===== src/rtl/ext_irq_ctrl.sv =====
module ext_irq_ctrl #(
  parameter int NUM_LINES = 32,
  parameter int ADDR_W    = 8
) (
  input  logic                 clk,
  input  logic                 rst_n,
  input  logic [ADDR_W-1:0]    bus_addr,
  input  logic [31:0]          bus_wdata,
  input  logic                 bus_we,
  input  logic                 bus_re,
  output logic [31:0]          bus_rdata,
  input  logic [NUM_LINES-1:0] irq_lines,
  output logic                 irq_out,
  output logic                 nmi_out
);
  localparam logic [ADDR_W-1:0] OFS_EN_SET = ADDR_W'(8'h00);
  localparam logic [ADDR_W-1:0] OFS_EN_CLR = ADDR_W'(8'h04);
  localparam logic [ADDR_W-1:0] OFS_MASK   = ADDR_W'(8'h08);
  localparam logic [ADDR_W-1:0] OFS_STAT   = ADDR_W'(8'h0C);
  localparam logic [ADDR_W-1:0] OFS_ACK    = ADDR_W'(8'h10);
  localparam logic [ADDR_W-1:0] OFS_SENSE  = ADDR_W'(8'h14);
  localparam logic [ADDR_W-1:0] OFS_EDGE   = ADDR_W'(8'h18);
  localparam logic [ADDR_W-1:0] OFS_LEVEL  = ADDR_W'(8'h1C);
  localparam logic [ADDR_W-1:0] OFS_NMI    = ADDR_W'(8'h24);

  logic [NUM_LINES-1:0] sync1_q, sync2_q, prev_q;
  logic [NUM_LINES-1:0] mask_q, status_q, status_d;
  logic [NUM_LINES-1:0] sense_q, edge_q, level_q;
  logic                 nmi_en_q;
  logic [NUM_LINES-1:0] wd;
  logic [31:0]          rd_mux;

  assign wd = bus_wdata[NUM_LINES-1:0];

  wire wr_set   = bus_we && (bus_addr == OFS_EN_SET);
  wire wr_clr   = bus_we && (bus_addr == OFS_EN_CLR);
  wire wr_ack   = bus_we && (bus_addr == OFS_ACK);
  wire wr_sense = bus_we && (bus_addr == OFS_SENSE);
  wire wr_edge  = bus_we && (bus_addr == OFS_EDGE);
  wire wr_level = bus_we && (bus_addr == OFS_LEVEL);
  wire wr_nmi   = bus_we && (bus_addr == OFS_NMI);

  always_ff @(posedge clk or negedge rst_n) begin
    if (!rst_n) begin
      sync1_q <= '0;
      sync2_q <= '0;
      prev_q  <= '0;
    end else begin
      sync1_q <= irq_lines;
      sync2_q <= sync1_q;
      prev_q  <= sync2_q;
    end
  end

  always_ff @(posedge clk or negedge rst_n) begin
    if (!rst_n) begin
      mask_q   <= '0;
      sense_q  <= '0;
      edge_q   <= '0;
      level_q  <= '0;
      nmi_en_q <= 1'b0;
    end else begin
      if (wr_set)   mask_q   <= mask_q | wd;
      if (wr_clr)   mask_q   <= mask_q & ~wd;
      if (wr_sense) sense_q  <= wd;
      if (wr_edge)  edge_q   <= wd;
      if (wr_level) level_q  <= wd;
      if (wr_nmi)   nmi_en_q <= bus_wdata[0];
    end
  end

  for (genvar i = 0; i < NUM_LINES; i++) begin : g_line
    logic rise, fall, hit, ack;
    assign rise = sync2_q[i] & ~prev_q[i];
    assign fall = ~sync2_q[i] & prev_q[i];
    assign ack  = wr_ack & wd[i];
    assign hit  = sense_q[i] ? (edge_q[i] ? rise : fall)
                             : (sync2_q[i] == level_q[i]);
    assign status_d[i] = sense_q[i] ? (hit | (status_q[i] & ~ack)) : hit;
  end

  always_ff @(posedge clk or negedge rst_n) begin
    if (!rst_n) status_q <= '0;
    else        status_q <= status_d;
  end

  always_comb begin
    case (bus_addr)
      OFS_MASK:  rd_mux = 32'(mask_q);
      OFS_STAT:  rd_mux = 32'(status_q);
      OFS_SENSE: rd_mux = 32'(sense_q);
      OFS_EDGE:  rd_mux = 32'(edge_q);
      OFS_LEVEL: rd_mux = 32'(level_q);
      OFS_NMI:   rd_mux = {31'd0, nmi_en_q};
      default:   rd_mux = 32'd0;
    endcase
  end

  always_ff @(posedge clk or negedge rst_n) begin
    if (!rst_n)      bus_rdata <= 32'd0;
    else if (bus_re) bus_rdata <= rd_mux;
  end

  assign irq_out = |(status_q & mask_q);
  assign nmi_out = nmi_en_q & status_q[0];
endmodule



===== config.mk =====
export PLATFORM = sky130hd
export DESIGN_NAME = ext_irq_ctrl
export DESIGN_NICKNAME = d
export VERILOG_FILES = /design/src/rtl/ext_irq_ctrl.sv
export SDC_FILE = /design/constraint.sdc
export NUM_CORES = 1
export LEC_CHECK = 0
export ABC_AREA = 1
export BUFFER_PORTS_ARGS = -buffer_cell sky130_fd_sc_hd__buf_2
export CAP_MARGIN = 20
export CORE_MARGIN = 5
export CORE_UTILIZATION = 50
export DETAILED_ROUTE_END_ITERATION = 16
export PLACE_DENSITY = 0.68
export SETUP_SLACK_MARGIN = 0.5
export SYNTH_ARGS = -nofsm -noshare
export SYNTH_HDL_FRONTEND = slang
export SYNTH_SLANG_ARGS = --single-unit

===== constraint.sdc =====
create_clock -name clk -period 1.65 [get_ports clk]
set_clock_uncertainty 0.15 [all_clocks]
set_input_delay 0.0825 -clock clk [delete_from_list [all_inputs] [get_ports clk]]
set_output_delay 0.0825 -clock clk [all_outputs]
set_load 0.005 [all_outputs]

# == Yosys cells after proc, flatten, opt, wreduce, memory -nomap -nowiden ==
# Index checks and enable logic that the tools add are counted.
# word_totals
elab_cells,420
output_inout_bits,34
ff_bits,289
# classes
n_reduce_logical,10
eq_ne,40
muxes,99
n_bitwise,261
# op_table
op,count
$pmux W32 S6,1
$and A1 B1 Y1,129
$mux W1,96
$not A1 Y1,96
$and A32 B32 Y32,2
$mux W32,2
$eq A1 B1 Y1,32
$eq A8 B5 Y1 const B,4
$not A32 Y32,1
$or A1 B1 Y1,32
$or A32 B32 Y32,1
$reduce_or A32 Y1,1
$eq A8 B4 Y1 const B,2
$eq A8 B3 Y1 const B,1
$eq A8 B6 Y1 const B,1
$logic_not A8 Y1,1
$logic_and A1 B1 Y1,7
$reduce_bool A2 Y1,1

# == Depth between registers and ports, before layout ==
# logic_depth
word_depth,7
depth_mapped,9

# == Worst setup path before layout ==
# Ideal clock, no wire load.
# synth_path
path_type,input to register
from,input bus_addr[0]
to,register status_q[10]
cell_stages,7
slack_ns,0.393
n_path_buf,1
required_ns,1.378
setup_time_ns,0.122
arrival_time_ns,0.985
cell_sequence,inv_1 nand2_1 nor2_1 clkbuf_1 nand3_1 nand2_1 a21oi_1
# synth_between
elab_chain_cells,7
# synth_lines
element,line,text
from (decl),7,"input logic [ADDR_W-1:0] bus_addr,"
$eq A8 B5 Y1,37,wire wr_ack = bus_we && (bus_addr == OFS_ACK);
$logic_and A1 B1 Y1,37,
$and A1 B1 Y1,76,assign ack = wr_ack & wd[i];
$not A1 Y1,79,assign status_d[i] = sense_q[i] ? (hit | (status_q[i] & ~ack)) : hit;
$and A1 B1 Y1,79,
$or A1 B1 Y1,79,
$mux W1,79,
named net status_d[10],27,"logic [NUM_LINES-1:0] mask_q, status_q, status_d;"
to (signal assigned),84,else status_q <= status_d;
to (decl),27,
# The timed path passes the listed nets, and every way through them passes these cells.
# A chain may end at the register's enable or synchronous reset.

==> summary.txt <==
Layout
  • Filler cells: 2050
  • Finished Core Util: 64.1%
  • Share of layout cells above drive strength 1: 16.6%
  • Nets: 1653
  • Area grow syn2layout: 26.3%
  • Fin area: 15600 sq um
  • Post-route insts no fill: 1925
  • # diodes: 0

Timing
  • Fin. max-slew vios: 0
  • Setup violators final: 1
  • Final worst slack: -345 ps
  • Crit share post-route: 121%
  • FMAX: 501 MHz
  • Hold Slack: -141 ps
  • RSZ-0062 raised after global routing: yes
  • Relative slew margins: 69.7%
  • Crit path time final: 1990 ps
  • Tightest Pin Transition: 454 ps
  • Final Hold Viols: 62

Logic synthesis
  • Synth Area per Inst: 9.05 sq um
  • Register bit total from synthesis: 289
  • Synth Warn #: 0
  • Sequential share of the synthesized area: 58.4%
  • Area leader, netlist: dfrtp_1
  • Syn nets: 1444
  • Area contributors post-synth: dfrtp_1 (58%), nand2_1 (10%), nand3_1 (9.2%)
  • Cell count after synthesis: 1368
  • Post-Syn Area: 12400 sq um
  • Synth top area share: 58.4%
  • Netlist cell types: 24

CTS
  • CTS clock-pin slew for the worst setup and hold paths: 60 ps
  • Skew-Pair Late Insertion Delay: 540 ps
  • CTS max path bufs: 3
  • Clock sink count: 289
  • Cts bufs inserted: 31
  • CTS tree: built
  • Post-CTS Hold Fix Bufs: 73
  • CTS root buf: clkbuf_16
  • H-Tree Level Count: 1

Placed design
  • DP Area: 13500 sq um
  • GPL Wtd Cong: 0.810
  • HPWL after DPL: 19400 um
  • Dpl cells: 1763
  • I/O Buffers: 109
  • Worst slack, placed: 157 ps

Worst setup path
  • CP Capture Type: primary output
  • Crit path largest cell delay: 390 ps
  • Element type at the critical path start: flip-flop
  • Crit-path cells: a22o_1 > nor2_2 > nand2_2 > nor2_1 > nand2_1 > buf_2
  • Critical-path top delay cell: dfrtp_1
  • CP Max Fanout: 3
  • CP Data Required Time: 1420 ps
  • Setup CP Type: flip-flop to primary output
  • Worst EP arrival: 1760 ps

Worst hold path
  • Hold Path Class: input pin to async pin

GRT
  • Largest net degree at the start of global routing: 67
  • GRT Total Usage: 22.3%
  • Total grt overflow: 0
  • Vias in the first global route: 10.2k
  • Global-route wire length before repair: 51900 um
  • Initial antenna violation count: 0

Power
  • Static leakage: 0.00764 uW
  • Switching Fraction: 22.9%
  • Power per cell area: 1050 nW/um^2
  • Worst VDD drop: 0.721 mV
  • NetSw: 3770 uW
  • Int Pwr: 12700 uW
  • Sequential share of power: 47.5%
  • Clock power share: 44.8%
  • Comb power frac: 7.7%

Routing
  • DR iter-0 viols: 815
  • Detailed Route WL: 32100 um
  • Vias per inst: 5.39
  • Routed len/inst: 16.7 um
  • DR vias: 10.4k
  • DR pass1 iterations: 5
  • Drc violations: 0
  • DRT antenna net count: 0

Floorplan
  • Die span in y: 167 um
  • Die area: 28000 sq um
  • Die W: 167 um
  • IO Pins: 110
  • Site row count: 57
  • Core Area: 24400 sq um
  • Initial core utilization: 50.8%

Status
  • Status: complete, but fails checks
  • Failing checks: hold timing, setup timing

Run
  • Maximum Capacitance Violations: 0
-- layer usage --
layer  up-vias  wire (um)  global-route usage (%)
li1       5003          -                       -
met5         -          0                       0
met4         0        561                    5.26
met2       302      15300                    36.5
met1      5026      14500                    32.0
met3        47       1810                    2.88
-- layout make-up --
class / instances / area (sq um) / share of cell area (%)
sequential: 289 / 7240 / 46.3
multi-input combinational: 963 / 4660 / 29.8
timing repair buffer: 248 / 2050 / 13.1
clock buffer: 48 / 970 / 6.20
tap: 324 / 405 / 2.59
inverter: 44 / 173 / 1.10
clock inverter: 9 / 145 / 0.928
-- synthesized netlist by cell type --
| library cell | n |
|---|---|
| dfrtp_1 | 289 |
| inv_1 | 41 |
| nand3_1 | 227 |
| nor2_4 | 2 |
| o21bai_1 | 31 |
| xnor2_1 | 32 |
| inv_2 | 3 |
| clkbuf_1 | 21 |
| nand2_2 | 1 |
| nand3_4 | 1 |
| clkbuf_2 | 4 |
| o21ai_1 | 37 |
| nand3_2 | 2 |
| a21oi_1 | 65 |
| buf_4 | 11 |
| a22o_1 | 12 |
| nand4_1 | 1 |
| nor2_1 | 79 |
| nand2_1 | 345 |
| nor3_4 | 1 |
| nor2_2 | 3 |
| buf_6 | 7 |
| buf_2 | 29 |
| o21ai_0 | 124 |
-- timing repair --
item | in CTS | in global routing
setup endpoints to repair | 35 | 99
pin swaps | 1 | 17
buffers inserted | 12 | 17
gates resized for setup | 3 | 21
cloned | 0 | 3
hold endpoints to repair | 513 | 51
-- path summary, 6_finish.rpt --
kind / startpoint / to / slack [ps] / cells past startpoint
min in group clk: bus_addr[7] / nmi_en_q / -80 / 6
setup / recovery: flip-flop / irq_out / -340 / 6
setup reg to reg: sync2_q[14] / status_q[14] / 510 / 4
hold reg to reg: sync1_q[16] / sync2_q[16] / 200 / 0
hold / removal: rst_n / sync1_q[0] / -140 / 2
max in group asynchronous: rst_n / sync2_q[13] / 820 / 3
-- cell usage in the layout, fill, tap and decap left out --
| master | netlist | routed |
|---|---|---|
| nand2_1 | 345 | 337 |
| dfrtp_1 | 289 | 284 |
| nand3_1 | 227 | 226 |
| o21ai_0 | 124 | 112 |
| buf_2 | 29 | 107 |
| nor2_1 | 79 | 75 |
| dlygate4sd3_1 | 0 | 71 |
| a21oi_1 | 65 | 64 |
| o21ai_1 | 37 | 49 |
| buf_4 | 11 | 46 |
| inv_1 | 41 | 37 |
| clkbuf_16 | 0 | 34 |
| xnor2_1 | 32 | 32 |
| o21bai_1 | 31 | 30 |
| buf_12 | 0 | 17 |
| clkbuf_8 | 0 | 13 |
| a22o_1 | 12 | 12 |
| nand2_2 | 1 | 7 |
| nor2_4 | 2 | 6 |
| inv_2 | 3 | 5 |
| clkinv_2 | 0 | 5 |
| dfrtp_2 | 0 | 5 |
| bufinv_16 | 0 | 4 |
| clkbuf_1 | 21 | 4 |
| nor2_2 | 3 | 3 |
| nand3_2 | 2 | 3 |
| nand2_4 | 0 | 2 |
| dlymetal6s4s_1 | 0 | 2 |
| inv_4 | 0 | 1 |
| a21oi_2 | 0 | 1 |
| nand4_1 | 1 | 1 |
| nor3_4 | 1 | 1 |
| nand3_4 | 1 | 1 |
| clkinv_4 | 0 | 1 |
| o21bai_2 | 0 | 1 |
| clkbuf_4 | 0 | 1 |
| buf_8 | 0 | 1 |
-- through the flow --
stage / total power, uW / TNS (ps)
2_1_floorplan: 8460 / 0
3_3_place_gp: 8990 / 0
3_5_place_dp: 9020 / 0
4_1_cts: 16600 / -356
5_1_grt: 17100 / -400
6_report: 16400 / -345
-- power by group through the flow --
stage | sequential [uW] | clock [uW] | combinational (uW)
6_report | 7820 | 7360 | 1260
5_1_grt | 7870 | 7810 | 1420
3_3_place_gp | 7930 | 0 | 1060
4_1_cts | 7810 | 7520 | 1230
2_1_floorplan | 7840 | 0 | 613
3_5_place_dp | 7930 | 0 | 1080
-- cells by family (layout without fill, tap and decap cells) --
family,count (synthesis),in the layout,share of synthesized area [%]
xor gates and xnor gates,32,32,2.26
buffers and inverters,116,349,4.61
and+or+nand+nor,662,662,22.9
AOI/OAI and AO/OA,269,269,11.9
DFF,289,289,58.4
-- worst max-delay path, delay by kind of cell, from the launching register on --
family | cells | cell delay, ps
simple gates | 4 | 410
flops | 1 | 390
compound gates | 1 | 270
buf+inv | 1 | 140
Power figures use the tool's default switching activity.
